### config.mk
export PLATFORM = sky130hd
export DESIGN_NAME = led_pwm_ctrl
export DESIGN_NICKNAME = d
export VERILOG_FILES = /design/src/rtl/led_pwm_pkg.sv /design/src/rtl/pwm_prescaler.sv /design/src/rtl/pwm_frame_fsm.sv /design/src/rtl/pwm_channel.sv /design/src/rtl/led_pwm_ctrl.sv
export SDC_FILE = /design/constraint.sdc
export NUM_CORES = 1
export LEC_CHECK = 0
export BUFFER_PORTS_ARGS = -buffer_cell sky130_fd_sc_hd__buf_2
export CAP_MARGIN = 5
export CORE_AREA = 2 2 89 91
export DETAILED_ROUTE_END_ITERATION = 10
export DIE_AREA = 0 0 91 93
export SYNTH_ARGS = -nofsm -noshare
export SYNTH_HDL_FRONTEND = slang
export SYNTH_SLANG_ARGS = --single-unit
### constraint.sdc
create_clock -name clk -period 5.45 [get_ports clk]
set_input_delay 1.635 -clock clk [delete_from_list [all_inputs] [get_ports clk]]
set_output_delay 1.635 -clock clk [all_outputs]
set_load 0.05 [all_outputs]
### src/rtl/led_pwm_pkg.sv
package led_pwm_pkg;

    localparam int AMP_W  = 8;
    localparam int NUM_CH = 3;

    typedef enum logic [1:0] {
        ST_SHUT = 2'd0,
        ST_ARM  = 2'd1,
        ST_RUN  = 2'd2
    } frame_state_t;

    typedef struct packed {
        logic       pat_sel;
        logic [2:0] pat_en;
        logic [1:0] rate;
    } frame_cfg_t;

    // Pick one band amplitude by a 2-bit source code; code 3 yields zero.
    function automatic logic [AMP_W-1:0] pick_band(
        input logic [1:0]       code,
        input logic [AMP_W-1:0] lo,
        input logic [AMP_W-1:0] mid,
        input logic [AMP_W-1:0] hi
    );
        case (code)
            2'b00:   return lo;
            2'b01:   return mid;
            2'b10:   return hi;
            default: return '0;
        endcase
    endfunction

endpackage

### src/rtl/pwm_prescaler.sv
module pwm_prescaler #(
    parameter int DIV0 = 1,
    parameter int DIV1 = 2,
    parameter int DIV2 = 4,
    parameter int DIV3 = 8
) (
    input  logic       clk,
    input  logic       rst_n,
    input  logic       clear,
    input  logic       enable,
    input  logic [1:0] rate,
    output logic       tick
);
    localparam int M01  = (DIV0 > DIV1) ? DIV0 : DIV1;
    localparam int M23  = (DIV2 > DIV3) ? DIV2 : DIV3;
    localparam int MAXD = (M01 > M23) ? M01 : M23;
    localparam int PW   = (MAXD < 2) ? 1 : $clog2(MAXD + 1);

    logic [PW-1:0] pre_q;
    logic [PW-1:0] limit;

    always_comb begin
        case (rate)
            2'b00:   limit = PW'(DIV0 - 1);
            2'b01:   limit = PW'(DIV1 - 1);
            2'b10:   limit = PW'(DIV2 - 1);
            default: limit = PW'(DIV3 - 1);
        endcase
    end

    assign tick = enable && (pre_q == limit);

    always_ff @(posedge clk or negedge rst_n) begin
        if (!rst_n)
            pre_q <= '0;
        else if (clear || !enable || tick)
            pre_q <= '0;
        else
            pre_q <= pre_q + 1'b1;
    end
endmodule

### src/rtl/pwm_frame_fsm.sv
module pwm_frame_fsm
    import led_pwm_pkg::*;
(
    input  logic             clk,
    input  logic             rst_n,
    input  logic             halt,
    input  logic             tick,
    output frame_state_t     state,
    output logic             load,
    output logic             run,
    output logic             clear_pre,
    output logic [AMP_W-1:0] pos
);
    frame_state_t next_state;
    logic         wrap;

    // state register
    always_ff @(posedge clk or negedge rst_n) begin
        if (!rst_n)
            state <= ST_SHUT;
        else
            state <= next_state;
    end

    // transitions
    always_comb begin
        next_state = state;
        unique case (state)
            ST_SHUT: if (!halt) next_state = ST_ARM;
            ST_ARM:  next_state = halt ? ST_SHUT : ST_RUN;
            ST_RUN:  if (halt) next_state = ST_SHUT;
            default: next_state = ST_SHUT;
        endcase
    end

    // outputs
    always_comb begin
        run       = (state == ST_RUN);
        clear_pre = (state != ST_RUN);
        wrap      = run && tick && (pos == {AMP_W{1'b1}});
        load      = (state == ST_ARM) || wrap;
    end

    // tick position inside the frame
    always_ff @(posedge clk or negedge rst_n) begin
        if (!rst_n)
            pos <= '0;
        else if (state != ST_RUN)
            pos <= '0;
        else if (tick)
            pos <= pos + 1'b1;
    end
endmodule

### src/rtl/pwm_channel.sv
module pwm_channel #(
    parameter int W = 8
) (
    input  logic         clk,
    input  logic         rst_n,
    input  logic         run,
    input  logic         halt,
    input  logic         pat_sel,
    input  logic         pat_bit,
    input  logic [W-1:0] duty,
    input  logic [W-1:0] pos,
    output logic         led
);
    logic lit_next;

    always_comb begin
        lit_next = run && !halt && (pat_sel ? pat_bit : (pos < duty));
    end

    always_ff @(posedge clk or negedge rst_n) begin
        if (!rst_n)
            led <= 1'b0;
        else
            led <= lit_next;
    end
endmodule

### src/rtl/led_pwm_ctrl.sv
module led_pwm_ctrl
    import led_pwm_pkg::*;
#(
    parameter int DIV0 = 1,
    parameter int DIV1 = 2,
    parameter int DIV2 = 4,
    parameter int DIV3 = 8
) (
    input  logic       clk,
    input  logic       rst_n,
    input  logic       shutdown,
    input  logic       soft_rst,
    input  logic       pattern_sel,
    input  logic [2:0] pattern_en,
    input  logic [1:0] rate_sel,
    input  logic [7:0] band_low,
    input  logic [7:0] band_mid,
    input  logic [7:0] band_high,
    input  logic [5:0] band_map,
    input  logic [5:0] drive_sel,
    output logic [2:0] led_on,
    output logic [5:0] led_drive
);
    logic                              halt;
    logic                              tick;
    logic                              frame_load;
    logic                              run;
    logic                              clear_pre;
    logic [AMP_W-1:0]                  frame_pos;
    frame_state_t                      fsm_state;
    frame_cfg_t                        cfg_q;
    logic [NUM_CH-1:0][AMP_W-1:0]      duty_q;

    assign halt      = shutdown | soft_rst;
    assign led_drive = drive_sel;

    always_ff @(posedge clk or negedge rst_n) begin
        if (!rst_n)
            cfg_q <= '0;
        else if (soft_rst)
            cfg_q <= '0;
        else if (frame_load)
            cfg_q <= '{pat_sel: pattern_sel, pat_en: pattern_en, rate: rate_sel};
    end

    pwm_frame_fsm u_fsm (
        .clk       (clk),
        .rst_n     (rst_n),
        .halt      (halt),
        .tick      (tick),
        .state     (fsm_state),
        .load      (frame_load),
        .run       (run),
        .clear_pre (clear_pre),
        .pos       (frame_pos)
    );

    pwm_prescaler #(.DIV0(DIV0), .DIV1(DIV1), .DIV2(DIV2), .DIV3(DIV3)) u_pre (
        .clk    (clk),
        .rst_n  (rst_n),
        .clear  (clear_pre),
        .enable (run),
        .rate   (cfg_q.rate),
        .tick   (tick)
    );

    for (genvar c = 0; c < NUM_CH; c++) begin : g_ch
        always_ff @(posedge clk or negedge rst_n) begin
            if (!rst_n)
                duty_q[c] <= '0;
            else if (soft_rst)
                duty_q[c] <= '0;
            else if (frame_load)
                duty_q[c] <= pick_band(band_map[2*c+1 -: 2], band_low, band_mid, band_high);
        end

        pwm_channel #(.W(AMP_W)) u_ch (
            .clk     (clk),
            .rst_n   (rst_n),
            .run     (run),
            .halt    (halt),
            .pat_sel (cfg_q.pat_sel),
            .pat_bit (cfg_q.pat_en[c]),
            .duty    (duty_q[c]),
            .pos     (frame_pos),
            .led     (led_on[c])
        );
    end
endmodule

Word level (Yosys, flattened, before mapping):

Cells that the tools add are included.
W data, S select, Z words.

* add/subtract/negate cells: 2
* $lt $le $gt $ge: 3
* equal/unequal tests: 15
* mux-type cells: 22
* bitwise gates (word level): 1
* reductions and logical operators: 20

Operator list (number)
* $pmux W8 S3: 3
* $mux W8: 8
* $lt A8 B8 Y1: 3
* $mux W6: 2
* $eq A2 B1 Y1 const B: 5
* $eq A2 B2 Y1 const B: 5
* $logic_not A2 Y1: 5
* $pmux W3 S3: 1
* $add A8 B1 Y8 const B: 1
* $eq A8 B8 Y1 const B: 1
* $logic_and A1 B1 Y1: 7
* $mux W2: 3
* $ne A2 B2 Y1 const B: 3
* $pmux W2 S3: 1
* $add A4 B1 Y4 const B: 1
* $eq A4 B3 Y1: 1
* $mux W4: 1
* $reduce_bool A2 Y1: 2
* $logic_or A1 B1 Y1: 3
* $mux W1: 3
* $logic_not A1 Y1: 2
* $reduce_and A2 Y1: 1
* $or A1 B1 Y1: 1

* register bits after elaboration: 47
* bits of input ports: 46
* output and inout port bits: 9
* logic and storage cells: 75

Depth between registers and ports, before layout:

* depth in word-level cells: 9
* mapped depth: 6

Hierarchy:

From an unflattened synthesis, not the netlist that was laid out.

* cells, all modules: 325
* area total of the unflattened synthesis: 3166.8 µm²

By module, submodules not included
* led_pwm_ctrl: times used 1, cells each 177, area an instance 1766.7 µm²
* pwm_channel: times used 3, cells each 26, area an instance 221.5 µm²
* pwm_frame_fsm: times used 1, cells each 46, area an instance 471.7 µm²
* pwm_prescaler: times used 1, cells each 24, area an instance 264.0 µm²

Worst setup path before layout:

No wires, ideal clock.

* kind: input -> output
* from: input port drive_sel[0]
* to: output port led_drive[0]
* arrival: 1.805 ns
* required time: 3.815 ns
* slack: 2.010 ns
* cell stages on the path: 1
* cells stage by stage: buf_4

RTL lines
* start, declared: line led_pwm_ctrl.sv:20 `input logic [5:0] drive_sel,`
* end, declared: line led_pwm_ctrl.sv:22 `output logic [5:0] led_drive`

No word-level cell between the ends.

Worst setup path in the final report:

* from: input port soft_rst
* to: register duty_q[2] (netlist bit)

* cells in the longest elaborated chain, start to end: 1
* elaborated cells between the ends (all ways): 2
* classes of those cells: mux (1); reduce/logical (1)

RTL lines
* start, declared: line led_pwm_ctrl.sv:12 `input logic soft_rst,`
* $mux W8 / $reduce_bool A2 Y1 (equally long branches)
* end signal, assigned by index: line led_pwm_ctrl.sv:74 `duty_q[c] <= pick_band(band_map[2*c+1 -: 2], band_low, band_mid, band_high);`
* end, declared: line led_pwm_ctrl.sv:32 `logic [NUM_CH-1:0][AMP_W-1:0] duty_q;`

Several ways; a longest one is shown, not always the timed one.
A chain may end at the register's enable or synchronous reset.

==> results by group <==
CTS
  – CTS tree: yes
  – Post-CTS setup buffers: 0
  – CTS root buf: clkbuf_8
  – Clock sinks: 47
  – Clock latency on the worst-skew pair: 0.31 ns
  – CTS clk-pin slew, worst paths: 0.09 ns
  – Cts repair resizes: 0
  – H-Tree Depth: 2
  – CTS buffer count: 5
  – CTS Hold Buffers Added: 0
  – Deepest clock path buffer count: 2

Synth
  – Mean Syn Cell Area: 9.40 µm²
  – Ys flop type: dfrtp_1
  – Synth unique cells: 43
  – Warnings from Yosys: 0
  – Post-Synthesis Cells: 350
  – Number of flops mapped to enable cells by yosys: 0
  – Sequential fraction of the synthesis area: 0.358
  – Async set or reset register ratio after synthesis: 1.00
  – Mapped cell area: 3290 µm²
  – Post-synthesis register bit count: 47
  – Synth Net Count: 419

Worst setup path
  – Critical Path RT: between 5 and 6 ns
  – CP Launch Type: input pin
  – CP max FO: 35
  – Crit. End Element: flop
  – CP Class: in -> reg
  – Critical Path AT: approximately 3.9 ns

Timing
  – Setup violations, final: 0
  – Minimum hold slack: 0.513 ns
  – Final critical-path share of the clock period: 0.669
  – Min cycle time layout: 3.65 ns
  – Slew Limit Fails: 0
  – RSZ-0062 raised after global routing: false
  – Fin Setup TNS: 0 ns
  – FMAX: 0.274 GHz
  – Clk_skew: 0.0110 ns
  – Final Hold Fails: 0
  – Worst-margin pin slew: 1.06 ns
  – Relative slew slack: 0.292

Floorplan
  – Initial Util: 0.437
  – Die outline height: 93 µm
  – # rows: 32
  – Die width: 91 µm
  – Die area: 8460 µm²
  – # IOs: between 50 and 60
  – CORE AREA: 7530 µm²

Global routing
  – Vias in the first global route: 2573
  – First-pass GRT wire length: 12300 µm
  – Pin count of the biggest net entering global routing: 48
  – Initial antenna violation count: 0
  – Total GRT Usage: 0.180
  – GRT Residual Overflow: 0

Detailed routing
  – Final wirelength: 7040 µm
  – Antenna viol nets, final: 0
  – Routed vias/inst: 5.34
  – DRT Pass-1 Iters: 4
  – Via count: 2542
  – DRT iter0 DRCs: 76
  – Avg WL per Cell: 14.8 µm
  – Post-route DRC: 0

Finish
  – Nets: 442
  – Non-Filler Instances: 476
  – # diodes: 0
  – Area grow syn2layout: 9.21%
  – Layout cells sized above 1: 0.214
  – Fill count: 755

Placed design
  – Placed Cells: 468
  – Final HPWL DP: ~5300 µm
  – Gpl congestion: between 0.7 and 0.8
  – Port Buf Inserts: 42

Pwr
  – Leak: 1.64 nW
  – Pwr dens: 214 nW/µm²
  – Peak supply drop: between 0.1 and 0.15 mV

Min path
  – Worst hold path type: reg -> reg

Flow run
  – Max Cap Violations: 0

Status
  – Status: finished, final reports clean
==> layout make-up <==
| type | count | area [µm²] | area share |
|---|---|---|---|
| Inverter | 33 | 124 | 0.0345 |
| Timing Repair Buffer | 43 | 218 | 0.0606 |
| Tap cell | 102 | 128 | 0.0355 |
| Sequential cell | 47 | 1180 | 0.327 |
| Clock inverter | 1 | 8.76 | 0.00244 |
| Multi-Input combinational cell | 243 | 1850 | 0.516 |
| Clock buffer | 7 | 86.3 | 0.0240 |
==> metal layers <==
metal | routed length [µm] | track usage | vias to the layer above
met4 | 76 | 0.0417 | 0
met5 | 0 | 0 | -
met3 | 207 | 0.0314 | 5
met1 | 3490 | 0.247 | 1213
li1 | - | - | 1282
met2 | 3270 | 0.296 | 42
==> through the flow <==
step | cell area (µm²) | util | setup WS (ns) | power (mW)
global placement | 3500 | 0.465 | 1.60 | 0.553
global route | 3590 | 0.477 | 1.61 | 0.821
CTS | 3590 | 0.477 | 1.79 | 0.778
floorplan | 3290 | - | 2.01 | 0.516
detailed placement | 3500 | 0.465 | 1.48 | 0.557
finish | 3590 | 0.477 | 1.80 | 0.770
==> final timing paths <==
kind | cells past startpoint | slack (ns) | to | startpoint
worst max-delay path | 6 | 1.80 | duty_q[2]$_DFFE_PN0P_ | soft_rst
worst min-delay path | 1 | 0.51 | g_ch[2].u_ch.led$_DFF_PN0_ | cfg_q[4]$_DFFE_PN0P_
worst max register to register | 6 | 2.93 | duty_q[2]$_DFFE_PN0P_ | u_pre.pre_q[0]$_DFF_PN0_
worst min register to register | 1 | 0.51 | g_ch[2].u_ch.led$_DFF_PN0_ | cfg_q[4]$_DFFE_PN0P_
max in group asynchronous | 1 | 3.27 | duty_q[19]$_DFFE_PN0P_ | rst_n
min in group asynchronous | 1 | 1.50 | g_ch[1].u_ch.led$_DFF_PN0_ | rst_n
==> cells in the mapped netlist, types with 5 or more instances <==
| cell type | number | area, µm² |
|---|---|---|
| a211oi_1 | 9 | 67.6 |
| o21ai_0 | 24 | 120 |
| dfrtp_1 | 47 | 1180 |
| nand2_1 | 16 | 60.1 |
| mux2_2 | 24 | 270 |
| xnor2_1 | 6 | 52.6 |
| nand2b_1 | 28 | 175 |
| nand4_1 | 5 | 31.3 |
| clkbuf_1 | 13 | 48.8 |
| a21oi_1 | 26 | 130 |
| buf_4 | 10 | 75.1 |
| ha_1 | 23 | 288 |
| nor2_1 | 12 | 45.0 |
| mux2i_1 | 21 | 210 |
| o32ai_1 | 6 | 52.6 |
| inv_1 | 33 | 124 |
==> report_power, final <==
| part | leakage (nW) | total (mW) | switching [mW] | internal, mW |
|---|---|---|---|---|
| logic | 0.963 | 0.165 | 0.0942 | 0.0711 |
| registers | 0.625 | 0.383 | 0.00993 | 0.373 |
| clock network | 0.0484 | 0.222 | 0.118 | 0.104 |
| total | 1.64 | 0.770 | 0.222 | 0.548 |
==> flip-flops by register name (all words and copies together) (netlist names) <==
name and flops:
duty_q 24, cfg_q 6, u_fsm.pos 8, u_fsm.state 2
u_pre.pre_q 4, g_ch.u_ch.led 3
==> cells in the final DEF (no fill, tap or decap), types with 6 or more instances in the layout <==
cell type  synthesis  routed
clkbuf_8           0       6
xnor2_1            6       6
buf_2              2      42
a21oi_1           26      26
nand2_1           16      16
ha_1              23      23
o21ai_0           24      24
nor2_1            12      12
a211oi_1           9       9
mux2_2            24      24
mux2i_1           21      21
o32ai_1            6       6
nand2b_1          28      28
inv_1             33      33
dfrtp_1           47      47
==> critical path, cell delays in order <==
cell and delay [ns]:
buf_2 0.30, a21oi_2 0.46, inv_1 0.14, a41oi_4 0.78, buf_4 0.33, mux2i_1 0.20
==> logic make-up after synthesis <==
logic type / count (synthesis) / synth area share
AOI/OAI and AO/OA: 92 / 0.180
and+or+nand+nor: 76 / 0.127
buffers and inverters: 60 / 0.0829
DFF: 47 / 0.358
muxes: 45 / 0.146
adders and majority gates: 23 / 0.0875
xor gates and xnor gates: 7 / 0.0186
Note: power is estimated with default switching activity, not from simulation.
